`config.mk`:
```
export PLATFORM = sky130hd
export DESIGN_NAME = cell_tx_loop
export DESIGN_NICKNAME = d
export VERILOG_FILES = /design/src/rtl/cell_loop_pkg.sv /design/src/rtl/cell_assembler.sv /design/src/rtl/rx_cell_tracker.sv /design/src/rtl/cell_router.sv /design/src/rtl/cell_tx_loop.sv
export SDC_FILE = /design/constraint.sdc
export NUM_CORES = 1
export LEC_CHECK = 0
export BUFFER_PORTS_ARGS = -buffer_cell sky130_fd_sc_hd__buf_2
export CAP_MARGIN = 25
export CELL_PAD_IN_SITES_DETAIL_PLACEMENT = 2
export CELL_PAD_IN_SITES_GLOBAL_PLACEMENT = 2
export CORE_ASPECT_RATIO = 0.75
export CORE_MARGIN = 10
export CORE_UTILIZATION = 44
export CTS_BUF_LIST = sky130_fd_sc_hd__clkbuf_2
export CTS_CLUSTER_DIAMETER = 40
export CTS_CLUSTER_SIZE = 28
export DETAILED_ROUTE_END_ITERATION = 6
export GPL_ROUTABILITY_DRIVEN = 0
export PLACE_DENSITY_LB_ADDON = 0.1
export SLEW_MARGIN = 20
export SYNTH_ARGS = -nofsm -noshare
export SYNTH_HDL_FRONTEND = slang
export SYNTH_HIERARCHICAL = 1
export SYNTH_SLANG_ARGS = --single-unit
```
`constraint.sdc`:
```
create_clock -name clk -period 2.21 [get_ports clk]
set_input_delay 0.442 -clock clk [delete_from_list [all_inputs] [get_ports clk]]
set_output_delay 0.442 -clock clk [all_outputs]
set_load 0.02 [all_outputs]
```
`src/rtl/cell_loop_pkg.sv`:
```
package cell_loop_pkg;
    typedef enum logic [1:0] {
        RT_NORMAL    = 2'b00,
        RT_PHY_LOOP  = 2'b01,
        RT_LINE_LOOP = 2'b10
    } route_e;

    typedef enum logic [1:0] {
        AS_EMPTY,
        AS_FILL,
        AS_READY
    } asm_state_e;

    typedef enum logic {
        FS_IDLE,
        FS_SEND
    } fwd_state_e;

    function automatic route_e to_route(input logic [1:0] sel);
        case (sel)
            2'b01:   return RT_PHY_LOOP;
            2'b10:   return RT_LINE_LOOP;
            default: return RT_NORMAL;
        endcase
    endfunction
endpackage

```
`src/rtl/cell_assembler.sv`:
```
module cell_assembler
    import cell_loop_pkg::*;
#(
    parameter int CELL_BYTES = 53,
    parameter int DATA_W     = 8,
    localparam int IDX_W     = $clog2(CELL_BYTES)
) (
    input  logic              clk,
    input  logic              rst_n,
    input  logic              stop_i,
    input  logic              hard_i,
    input  logic              enb_i,
    input  logic              soc_i,
    input  logic [DATA_W-1:0] data_i,
    input  logic [IDX_W-1:0]  rd_idx_i,
    input  logic              release_i,
    output logic              clav_o,
    output logic              ready_o,
    output logic [DATA_W-1:0] rd_data_o
);
    localparam logic [IDX_W-1:0] LAST = IDX_W'(CELL_BYTES - 1);

    asm_state_e        state_q, state_d;
    logic [IDX_W-1:0]  wr_q, wr_d, wa;
    logic              we;
    logic              take;
    logic [DATA_W-1:0] mem [CELL_BYTES];

    assign take = enb_i && !(stop_i && hard_i);

    always_comb begin
        state_d = state_q;
        wr_d    = wr_q;
        we      = 1'b0;
        wa      = '0;
        unique case (state_q)
            AS_EMPTY: begin
                if (take && soc_i && !stop_i) begin
                    we      = 1'b1;
                    wr_d    = IDX_W'(1);
                    state_d = AS_FILL;
                end
            end
            AS_FILL: begin
                if (take) begin
                    we = 1'b1;
                    if (soc_i) begin
                        wr_d = IDX_W'(1);
                    end else begin
                        wa = wr_q;
                        if (wr_q == LAST) begin
                            wr_d    = '0;
                            state_d = AS_READY;
                        end else begin
                            wr_d = wr_q + IDX_W'(1);
                        end
                    end
                end
            end
            AS_READY: begin
                if (release_i) state_d = AS_EMPTY;
            end
            default: state_d = AS_EMPTY;
        endcase
    end

    always_ff @(posedge clk or negedge rst_n) begin
        if (!rst_n) begin
            state_q <= AS_EMPTY;
            wr_q    <= '0;
        end else begin
            state_q <= state_d;
            wr_q    <= wr_d;
        end
    end

    always_ff @(posedge clk) begin
        if (we) mem[wa] <= data_i;
    end

    assign clav_o    = (state_q == AS_EMPTY) && !stop_i;
    assign ready_o   = (state_q == AS_READY);
    assign rd_data_o = mem[rd_idx_i];

    AST_FREEZE_HOLDS: assert property (@(posedge clk) disable iff (!rst_n)
        (state_q == AS_FILL && stop_i && hard_i) |=> (state_q == AS_FILL && $stable(wr_q)));
    AST_SOC_RESTARTS: assert property (@(posedge clk) disable iff (!rst_n)
        (state_q == AS_FILL && take && soc_i) |=> (state_q == AS_FILL && wr_q == IDX_W'(1)));
    AST_READY_WAITS: assert property (@(posedge clk) disable iff (!rst_n)
        (state_q == AS_READY && !release_i) |=> (state_q == AS_READY));
endmodule

```
`src/rtl/rx_cell_tracker.sv`:
```
module rx_cell_tracker #(
    parameter int CELL_BYTES = 53,
    parameter int CNT_W      = 16,
    localparam int IDX_W     = $clog2(CELL_BYTES)
) (
    input  logic             clk,
    input  logic             rst_n,
    input  logic             valid_i,
    input  logic             soc_i,
    output logic             boundary_o,
    output logic [CNT_W-1:0] cnt_o
);
    localparam logic [IDX_W-1:0] LAST = IDX_W'(CELL_BYTES - 1);

    logic [IDX_W-1:0] pos_q;

    always_ff @(posedge clk or negedge rst_n) begin
        if (!rst_n) begin
            pos_q <= '0;
            cnt_o <= '0;
        end else if (valid_i) begin
            if (soc_i) begin
                pos_q <= IDX_W'(1);
            end else if (pos_q == LAST) begin
                pos_q <= '0;
                cnt_o <= cnt_o + CNT_W'(1);
            end else if (pos_q != '0) begin
                pos_q <= pos_q + IDX_W'(1);
            end
        end
    end

    assign boundary_o = (pos_q == '0) && !valid_i;

    AST_RX_CNT_STEP: assert property (@(posedge clk) disable iff (!rst_n)
        (cnt_o != $past(cnt_o)) |-> (cnt_o == $past(cnt_o) + CNT_W'(1)));
endmodule

```
`src/rtl/cell_router.sv`:
```
module cell_router
    import cell_loop_pkg::*;
#(
    parameter int CELL_BYTES = 53,
    parameter int DATA_W     = 8,
    parameter int CNT_W      = 16,
    localparam int IDX_W     = $clog2(CELL_BYTES)
) (
    input  logic              clk,
    input  logic              rst_n,
    input  logic [1:0]        mode_i,
    input  logic              rx_boundary_i,
    input  logic              ready_i,
    input  logic [DATA_W-1:0] rd_data_i,
    input  logic              lrx_valid_i,
    input  logic              lrx_soc_i,
    input  logic [DATA_W-1:0] lrx_data_i,
    output logic [IDX_W-1:0]  rd_idx_o,
    output logic              release_o,
    output logic              ltx_valid_o,
    output logic              ltx_soc_o,
    output logic [DATA_W-1:0] ltx_data_o,
    output logic              urx_valid_o,
    output logic              urx_soc_o,
    output logic [DATA_W-1:0] urx_data_o,
    output logic [CNT_W-1:0]  tx_cnt_o
);
    localparam logic [IDX_W-1:0] LAST = IDX_W'(CELL_BYTES - 1);

    fwd_state_e       fstate_q, fstate_d;
    logic [IDX_W-1:0] rd_q, rd_d;
    route_e           route_q;
    logic             upd;

    assign upd       = (fstate_q == FS_IDLE) && rx_boundary_i;
    assign release_o = (fstate_q == FS_SEND) && (rd_q == LAST);
    assign rd_idx_o  = rd_q;

    always_comb begin
        fstate_d = fstate_q;
        rd_d     = rd_q;
        unique case (fstate_q)
            FS_IDLE: begin
                if (ready_i) begin
                    fstate_d = FS_SEND;
                    rd_d     = '0;
                end
            end
            FS_SEND: begin
                if (rd_q == LAST) begin
                    fstate_d = FS_IDLE;
                    rd_d     = '0;
                end else begin
                    rd_d = rd_q + IDX_W'(1);
                end
            end
            default: fstate_d = FS_IDLE;
        endcase
    end

    always_ff @(posedge clk or negedge rst_n) begin
        if (!rst_n) begin
            fstate_q <= FS_IDLE;
            rd_q     <= '0;
            route_q  <= RT_NORMAL;
        end else begin
            fstate_q <= fstate_d;
            rd_q     <= rd_d;
            if (upd) route_q <= to_route(mode_i);
        end
    end

    always_ff @(posedge clk or negedge rst_n) begin
        if (!rst_n) begin
            ltx_valid_o <= 1'b0;
            ltx_soc_o   <= 1'b0;
            ltx_data_o  <= '0;
            urx_valid_o <= 1'b0;
            urx_soc_o   <= 1'b0;
            urx_data_o  <= '0;
            tx_cnt_o    <= '0;
        end else begin
            ltx_valid_o <= 1'b0;
            ltx_soc_o   <= 1'b0;
            urx_valid_o <= 1'b0;
            urx_soc_o   <= 1'b0;
            if (release_o) tx_cnt_o <= tx_cnt_o + CNT_W'(1);
            if (fstate_q == FS_SEND) begin
                unique case (route_q)
                    RT_NORMAL: begin
                        ltx_valid_o <= 1'b1;
                        ltx_soc_o   <= (rd_q == '0);
                        ltx_data_o  <= rd_data_i;
                    end
                    RT_PHY_LOOP: begin
                        urx_valid_o <= 1'b1;
                        urx_soc_o   <= (rd_q == '0);
                        urx_data_o  <= rd_data_i;
                    end
                    default: ;
                endcase
            end
            if (lrx_valid_i) begin
                unique case (route_q)
                    RT_NORMAL: begin
                        urx_valid_o <= 1'b1;
                        urx_soc_o   <= lrx_soc_i;
                        urx_data_o  <= lrx_data_i;
                    end
                    RT_LINE_LOOP: begin
                        ltx_valid_o <= 1'b1;
                        ltx_soc_o   <= lrx_soc_i;
                        ltx_data_o  <= lrx_data_i;
                    end
                    default: ;
                endcase
            end
        end
    end

    AST_SEND_NEEDS_CELL: assert property (@(posedge clk) disable iff (!rst_n)
        (fstate_q == FS_SEND) |-> ready_i);
    AST_ROUTE_HELD: assert property (@(posedge clk) disable iff (!rst_n)
        (!rx_boundary_i || fstate_q == FS_SEND) |=> $stable(route_q));
    AST_TX_CNT_STEP: assert property (@(posedge clk) disable iff (!rst_n)
        (tx_cnt_o != $past(tx_cnt_o)) |-> (tx_cnt_o == $past(tx_cnt_o) + CNT_W'(1)));
endmodule

```
`src/rtl/cell_tx_loop.sv`:
```
module cell_tx_loop #(
    parameter int CELL_BYTES = 53,
    parameter int DATA_W     = 8,
    parameter int CNT_W      = 16,
    localparam int IDX_W     = $clog2(CELL_BYTES)
) (
    input  logic              clk,
    input  logic              rst_n,
    input  logic              ctrl_stop,
    input  logic              ctrl_hard,
    input  logic [1:0]        mode_sel,
    input  logic              up_tx_enb,
    input  logic              up_tx_soc,
    input  logic [DATA_W-1:0] up_tx_data,
    output logic              up_tx_clav,
    output logic              line_tx_valid,
    output logic              line_tx_soc,
    output logic [DATA_W-1:0] line_tx_data,
    input  logic              line_rx_valid,
    input  logic              line_rx_soc,
    input  logic [DATA_W-1:0] line_rx_data,
    output logic              up_rx_valid,
    output logic              up_rx_soc,
    output logic [DATA_W-1:0] up_rx_data,
    output logic [CNT_W-1:0]  tx_cell_count,
    output logic [CNT_W-1:0]  rx_cell_count
);
    logic              ready;
    logic              release_cell;
    logic              rx_boundary;
    logic [IDX_W-1:0]  rd_idx;
    logic [DATA_W-1:0] rd_data;

    cell_assembler #(.CELL_BYTES(CELL_BYTES), .DATA_W(DATA_W)) u_asm (
        .clk       (clk),
        .rst_n     (rst_n),
        .stop_i    (ctrl_stop),
        .hard_i    (ctrl_hard),
        .enb_i     (up_tx_enb),
        .soc_i     (up_tx_soc),
        .data_i    (up_tx_data),
        .rd_idx_i  (rd_idx),
        .release_i (release_cell),
        .clav_o    (up_tx_clav),
        .ready_o   (ready),
        .rd_data_o (rd_data)
    );

    rx_cell_tracker #(.CELL_BYTES(CELL_BYTES), .CNT_W(CNT_W)) u_rxt (
        .clk        (clk),
        .rst_n      (rst_n),
        .valid_i    (line_rx_valid),
        .soc_i      (line_rx_soc),
        .boundary_o (rx_boundary),
        .cnt_o      (rx_cell_count)
    );

    cell_router #(.CELL_BYTES(CELL_BYTES), .DATA_W(DATA_W), .CNT_W(CNT_W)) u_rtr (
        .clk           (clk),
        .rst_n         (rst_n),
        .mode_i        (mode_sel),
        .rx_boundary_i (rx_boundary),
        .ready_i       (ready),
        .rd_data_i     (rd_data),
        .lrx_valid_i   (line_rx_valid),
        .lrx_soc_i     (line_rx_soc),
        .lrx_data_i    (line_rx_data),
        .rd_idx_o      (rd_idx),
        .release_o     (release_cell),
        .ltx_valid_o   (line_tx_valid),
        .ltx_soc_o     (line_tx_soc),
        .ltx_data_o    (line_tx_data),
        .urx_valid_o   (up_rx_valid),
        .urx_soc_o     (up_rx_soc),
        .urx_data_o    (up_rx_data),
        .tx_cnt_o      (tx_cell_count)
    );
endmodule

```
==> run_results.csv, run 1 <==
group,metric,value,unit
yosys,syn-cell-area,0.0204,mm2
yosys,ys_ff_latch,499,
yosys,synthMuxAreaShare,0.132,
drt,drtIter0Drc,1866,
sta,hold_ws,0.109,ns
sta,finalHoldViolations,0,
yosys,netlist_instances,1167,
yosys,async_flop_share,0.150,
power_and_ir_drop,power.density,712,mW/mm2
critical_path,worstPathArrival,4.12,ns
yosys,synth_top_family_by_area,"multiplexers",
placed_design,hpwl,46500,um
finish,areaGrowthSynthToFinish,33.7,%
critical_path,slowest_stage,"dfrtp_4",
finish,nFillCells,3861,
placed_design,dp.cells,2000,
power_and_ir_drop,power.total,0.0194,W
floorplanning,die_x,268,um
yosys,mappedNetlistNets,1201,
run_status,status,"complete, but fails checks",
critical_path,critPathCaptureType,"register",
drt,viasPerCell,6.40,
critical_path,crit_required,3.19,ns
yosys,ys.flop_type,"edfxtp_1",
power_and_ir_drop,leakagePower,9.79,nW
sta,grt_setup_unrepaired,"true",
sta,post-route-min-period,3.14,ns
cts,clock-sinks,499,
floorplanning,initial_utilization,0.444,
yosys,synth_warnings,6,
sta,layout_setup_ws,-0.932,ns
yosys,synth_top_cell_by_area,"edfxtp_1",
global_route,grt_pass1_wl,106000,um
finish,drive_above_1_share,0.475,
finish,fin_cells,2260,
yosys,yosysTopAreaCellShare,0.625,
yosys,ys_top_cells_by_area,"edfxtp_1 (63%), mux4_2 (9.7%), dfrtp_1 (9.2%)",
drt,drt-total-wl,89900,um
cts,path_clk_slew,0.27,ns
sta,tightest_slew,0.837,ns
critical_path,start_kind,"register",
critical_path,cp_common_cell,"buf_12",
drt,drc,0,
critical_path,reg2reg_slack,-0.93,ns
critical_path,crit_path_max_fanout,5,
sta,max_freq,0.318,GHz
floorplanning,rows,68,
yosys,synth_fa_ha_area_frac,0.00492,
cts,cts_htree_levels,2,
global_route,grt_antenna_before_repair,2,
sta,fin_crit_sh,1.42,
sta,drv_slew,0,
yosys,synth-seq-area-share,0.717,
placed_design,preCtsSetupSlack,-0.719,ns
placed_design,place.port_buffers,78,
yosys,synth_compound_area_frac,0.0398,
floorplanning,coreArea,0.0459,mm2
drt,vias,14500,
sta,skew,0.202,ns
global_route,grt_pass1_vias,14300,
finish,nets,1648,
global_route,grt_max_degree,54,
global_route,grtUsageTotal,0.268,
yosys,synth_xor_area_frac,0.0155,
floorplanning,die_h,206,um
yosys,synthSimpleGateAreaFrac,0.0710,
run_status,failed_checks,"negative setup slack",
critical_path,critPathMaxStageDelay,0.58,ns
yosys,synth.avg_cell_area,17.4,um2
finish,finish.utilization,0.594,
worst_hold_path,hp-class,"input port to register",
drt,detail-route-antenna-nets,0,
cts,cts-root-buf,"clkbuf_2",
drt,wl_per_cell,39.8,um
cts,cts_tree,"yes",
sta,maxSlewHeadroom,0.442,
job,cap_violations,0,
floorplanning,ioPinCount,79,
global_route,grt-ovfl-total,0,
drt,first_pass_iters,6,
floorplanning,die-area,0.0554,mm2
yosys,synthDistinctLibCells,61,
cts,clock_latency,1.29,ns
critical_path,cp_cell_sequence,"buf_12, buf_12, buf_12, buf_6, mux4_2, a211oi_2, a21oi_2, o32a_1, mux2i_1, o21ai_1",
critical_path,crit_type,"register to register",
yosys,synth_enable_flop_cells,424,
cts,cts_max_path_buffers,3,
power_and_ir_drop,vdd_drop_max,0.593,mV
sta,setup_viol,483,
cts,cts_made_buffers,58,
==> area by class of cell <==
type,count,area [um2],area share
multi-input cells,591,6230,0.229
diodes,2,5.00,0.000184
flip-flops and latches,499,14600,0.537
repair buffers,448,4650,0.171
inverters,16,67.6,0.00248
clock buffers,62,310,0.0114
clock inverters,47,588,0.0216
well taps,595,744,0.0273
==> state kept, by name, indices dropped and copies added, names as in the netlist, 2 cells and up <==
| register | count |
|---|---|
| u_rtr/rd_idx_o | 6 |
| u_rtr/route_q | 2 |
| u_rtr/ltx_data_o | 8 |
| u_rxt/cnt_o | 16 |
| u_asm/state_q | 2 |
| u_rtr/tx_cnt_o | 16 |
| u_asm/wr_q | 6 |
| u_rtr/urx_data_o | 8 |
| u_rxt/pos_q | 6 |
| u_asm/mem | 424 |
==> cell usage after synthesis (17+ instances only) <==
master and count:
nand2_1 57, mux4_2 88, mux2_2 24, nand3_1 30
edfxtp_1 424, mux2i_1 43, a22oi_1 17, o21ai_0 30
nor2b_1 20, clkbuf_1 21, xnor2_1 24, nor2_1 76
buf_2 20, dfrtp_1 75
==> placed cells by master, fill, tap and decap left out, types with 19 or more instances in the layout <==
cell             n
nand3_1         19
nand2_1         54
mux2i_1         38
buf_2           27
edfxtp_1       424
mux2_2          24
nor2_4          53
o21ai_1         20
buf_8           25
mux4_2          88
buf_12          42
dfrtp_1         64
buf_4          202
clkbuf_2        62
buf_6          110
dlygate4sd3_1   35
nor2_1          20
==> final timing paths <==
| path | from | to | cells past startpoint |
|---|---|---|---|
| max in group asynchronous | rst_n | u_asm/wr_q[1]$_DFFE_PN0P_ | 5 |
| min in group asynchronous | rst_n | u_rtr/rd_idx_o[3]$_DFFE_PN0P_ | 4 |
| setup / recovery | u_rtr/rd_idx_o[0]$_DFFE_PN0P_ | u_rtr/ltx_data_o[0]$_DFF_PN0_ | 10 |
| hold / removal | line_rx_data[3] | u_rtr/ltx_data_o[3]$_DFF_PN0_ | 4 |
| setup reg to reg | u_rtr/rd_idx_o[0]$_DFFE_PN0P_ | u_rtr/ltx_data_o[0]$_DFF_PN0_ | 10 |
| hold reg to reg | u_rtr/tx_cnt_o[9]$_DFFE_PN0P_ | u_rtr/tx_cnt_o[9]$_DFFE_PN0P_ | 1 |
==> kinds of logic after synthesis <==
logic type | after synthesis
AO/OA/AOI/OAI | 122
XOR/XNOR | 36
adder cells (fa/ha/maj) | 8
buffers and inverters | 77
flip-flops | 499
multiplexers | 155
AND/OR/NAND/NOR | 270
==> metrics by stage <==
stage	setup TNS, ns	area [um2]
6_report	-118.40	27200
5_1_grt	-127.53	27200
4_1_cts	-81.03	25100
3_5_place_dp	-130.44	23100
3_3_place_gp	-61.34	23100
2_1_floorplan	-8.04	20400
==> where the power goes <==
group	switching (W)	internal (W)	total (W)
logic	0.00128	0.000867	0.00215
registers	0.000269	0.0105	0.0107
clock network	0.00449	0.00199	0.00648
==> per-layer routing <==
layer / vias up / share of wire / wire [um] / track usage
met1: 7775 / 0.39 / 34700 / 0.365
met3: 233 / 0.075 / 6740 / 0.0496
met4: 0 / 0.040 / 3620 / 0.0707
li1: 5525 / - / - / -
met2: 923 / 0.50 / 44900 / 0.439
met5: - / 0 / 0 / 0
==> repair_timing <==
action                                 CTS  global route
pin swaps                               23            56
endpoints found under the hold margin  530             0
resized for setup                      113           377
gates cloned                             4             2
buffers inserted                        23            85
setup endpoints to repair              487           509
hold buffers                            38             0
==> worst max-delay path, delay by kind of cell, from the launching register on <==
kind                   cells  cell delay (ns)
AOI/OAI and AO/OA          4             0.96
muxes                      2             0.80
DFF                        1             0.58
buffers and inverters      4             0.56
(Power assumes the default switching activity.)
==> run 2, diff against run 1 <==
--- a/config.mk
+++ b/config.mk
@@ -13,11 +13,12 @@
 export CORE_MARGIN = 10
 export CORE_UTILIZATION = 44
 export CTS_BUF_LIST = sky130_fd_sc_hd__clkbuf_2
-export CTS_CLUSTER_DIAMETER = 40
+export CTS_CLUSTER_DIAMETER = 200
 export CTS_CLUSTER_SIZE = 28
 export DETAILED_ROUTE_END_ITERATION = 6
 export GPL_ROUTABILITY_DRIVEN = 0
 export PLACE_DENSITY_LB_ADDON = 0.1
+export SKIP_LAST_GASP = 1
 export SLEW_MARGIN = 20
 export SYNTH_ARGS = -nofsm -noshare
 export SYNTH_HDL_FRONTEND = slang
==> run 2 against run 1 <==
Cell count decreased by 2.8%; wire length decreased by 7.5%; global-route usage decreased by 0.32 points; clock skew decreased by 0.063 ns; sequential cell count unchanged; largest power group unchanged; clock power decreased by 47%; non-clock buffer count increased by 8; highest routed layer is now met5; worst hold slack got worse by 0.063 ns; the flow still finishes with violations (negative setup slack).
==> run_results.csv, run 2 (synthesized netlist as in run 1, its figures left out) <==
group,metric,value,unit
global_route,grt_antenna_before_repair,4,
critical_path,cp_common_cell,"o21ai_2",
global_route,grt_pass1_vias,14400,
global_route,grt-ovfl-total,0,
critical_path,crit_type,"register to register",
placed_design,hpwl,46500,um
global_route,grt_max_degree,54,
critical_path,critPathMaxStageDelay,0.58,ns
floorplanning,rows,68,
finish,final_common_cell,"edfxtp_1",
finish,nFillCells,3820,
power_and_ir_drop,leakagePower,9.51,nW
finish,seq_area,0.0146,mm2
sta,tightest_slew,0.764,ns
cts,clock-sinks,499,
floorplanning,coreArea,0.0459,mm2
cts,cts_made_buffers,21,
critical_path,crit_buf_inv,2,
sta,drv_slew,0,
critical_path,critPathCaptureType,"register",
run_status,status,"complete, but fails checks",
sta,layout_setup_ws,-0.662,ns
floorplanning,ioPinCount,79,
floorplanning,die_h,206,um
floorplanning,die-area,0.0554,mm2
finish,top_register,"u_asm/mem",
drt,detail-route-antenna-nets,0,
finish,areaGrowthSynthToFinish,31.3,%
cts,clock_latency,1.28,ns
finish,fin_cells,2196,
critical_path,worstPathArrival,4.02,ns
sta,maxSlewHeadroom,0.491,
floorplanning,initial_utilization,0.444,
floorplanning,die_x,268,um
drt,viasPerCell,6.28,
job,cap_violations,0,
placed_design,place.port_buffers,78,
drt,vias,13800,
cts,cts-root-buf,"clkbuf_2",
drt,first_pass_iters,5,
placed_design,dp.cells,2000,
global_route,grt_pass1_wl,106000,um
finish,largest_reg_flops,424,
critical_path,cp_cell_sequence,"buf_12, bufbuf_16, mux4_2, nand3b_1, a31oi_1, o21ai_2, o21ai_2, mux2i_1, o21ai_0",
critical_path,crit_path_max_fanout,6,
finish,multi_input_area,0.00628,mm2
sta,fin_crit_sh,1.30,
run_status,failed_checks,"negative setup slack",
cts,cts_tree,"yes",
critical_path,crit_required,3.35,ns
power_and_ir_drop,vdd_drop_max,0.463,mV
sta,max_freq,0.348,GHz
sta,finalHoldViolations,0,
drt,drt-total-wl,83100,um
finish,top_regs,"u_asm/mem: 424 flops, u_rtr/tx_cnt_o: 16 flops, u_rxt/cnt_o: 16 flops",
sta,setup_viol,489,
cts,cts_htree_levels,1,
sta,skew,0.138,ns
critical_path,start_kind,"register",
sta,tns,-83.96,ns
finish,nets,1619,
sta,post-route-min-period,2.87,ns
global_route,grtUsageTotal,0.265,
drt,drtIter0Drc,1703,
cts,cts_max_path_buffers,3,
cts,path_clk_slew,0.59,ns
sta,grt_setup_unrepaired,"true",
drt,drc,0,
power_and_ir_drop,power.density,615,mW/mm2
drt,wl_per_cell,37.9,um
sta,hold_ws,0.0461,ns
worst_hold_path,hp-class,"input port to register",
finish,drive_above_1_share,0.450,
power_and_ir_drop,power.total,0.0164,W
finish,final_cell_mix,"edfxtp_1 (424), buf_4 (196), buf_6 (115)",
critical_path,slowest_stage,"dfrtp_4",
critical_path,crit_family,"compound AO/OA/AOI/OAI gates",
placed_design,preCtsSetupSlack,-0.719,ns
-- run 2: cell count changes in the layout (fill, tap and decap cells not counted), moves of 5 or more --
cell,change
clkinv_4,-6
dlygate4sd3_1,+5
buf_4,-6
inv_8,-12
clkbuf_2,-26
inv_6,-14
bufinv_16,-7
buf_6,+5
-- run 2: worst paths after layout --
kind | start | to | slack, ns | depth (start not counted)
worst max-delay path | u_rtr/rd_idx_o[0]$_DFFE_PN0P_ | u_rtr/ltx_data_o[4]$_DFF_PN0_ | -0.66 | 9
worst min-delay path | mode_sel[0] | u_rtr/route_q[1]$_DFFE_PN0P_ | 0.05 | 4
worst max register to register | u_rtr/rd_idx_o[0]$_DFFE_PN0P_ | u_rtr/ltx_data_o[4]$_DFF_PN0_ | -0.66 | 9
worst min register to register | u_rtr/tx_cnt_o[9]$_DFFE_PN0P_ | u_rtr/tx_cnt_o[9]$_DFFE_PN0P_ | 0.61 | 2
max in group asynchronous | rst_n | u_asm/wr_q[0]$_DFFE_PN0P_ | 1.51 | 5
min in group asynchronous | rst_n | u_rxt/cnt_o[11]$_DFFE_PN0P_ | 0.18 | 4
-- run 2: final cells by class --
type / instances / area share
multi-input combinational: 591 / 0.235
sequential: 499 / 0.547
clock buffer: 36 / 0.00674
timing repair buffer: 456 / 0.181
clock inverter: 2 / 0.000374
antenna: 1 / 0.0000936
tap: 595 / 0.0278
inverter: 16 / 0.00253
-- run 2: layer usage --
layer / global-route usage / part of all wire
met5: 0.00810 / 0.00014
met4: 0.0547 / 0.028
met3: 0.0487 / 0.075
met2: 0.443 / 0.49
met1: 0.358 / 0.40
-- run 2: worst register-to-register path, stage by stage (launching register included) --
cell,delay (ns)
dfrtp_4,0.58
buf_12,0.16
bufbuf_16,0.29
mux4_2,0.55
nand3b_1,0.25
a31oi_1,0.17
o21ai_2,0.32
o21ai_2,0.17
mux2i_1,0.18
o21ai_0,0.13
-- run 2: power by group --
part           internal, W  leakage, nW  total (W)  switching [W]
sequential          0.0105         4.80     0.0108       0.000251
clock             0.000421        0.158    0.00346        0.00304
combinational     0.000950         4.55    0.00223        0.00128
-- run 2: per-stage QoR --
| step | util | cell area (um2) |
|---|---|---|
| 2_1_floorplan | - | 20400 |
| 3_3_place_gp | 0.504 | 23100 |
| 3_5_place_dp | 0.504 | 23100 |
| 4_1_cts | 0.551 | 25300 |
| 5_1_grt | 0.583 | 26700 |
| 6_report | 0.583 | 26700 |
-- run 2: what timing repair did --
item                       CTS  global route
gates cloned                 6             0
resized for setup          241           258
pin swaps                   30            68
hold endpoints to repair   537             0
setup buffers               67            49
hold buffers                42             0
setup endpoints to repair  464           487
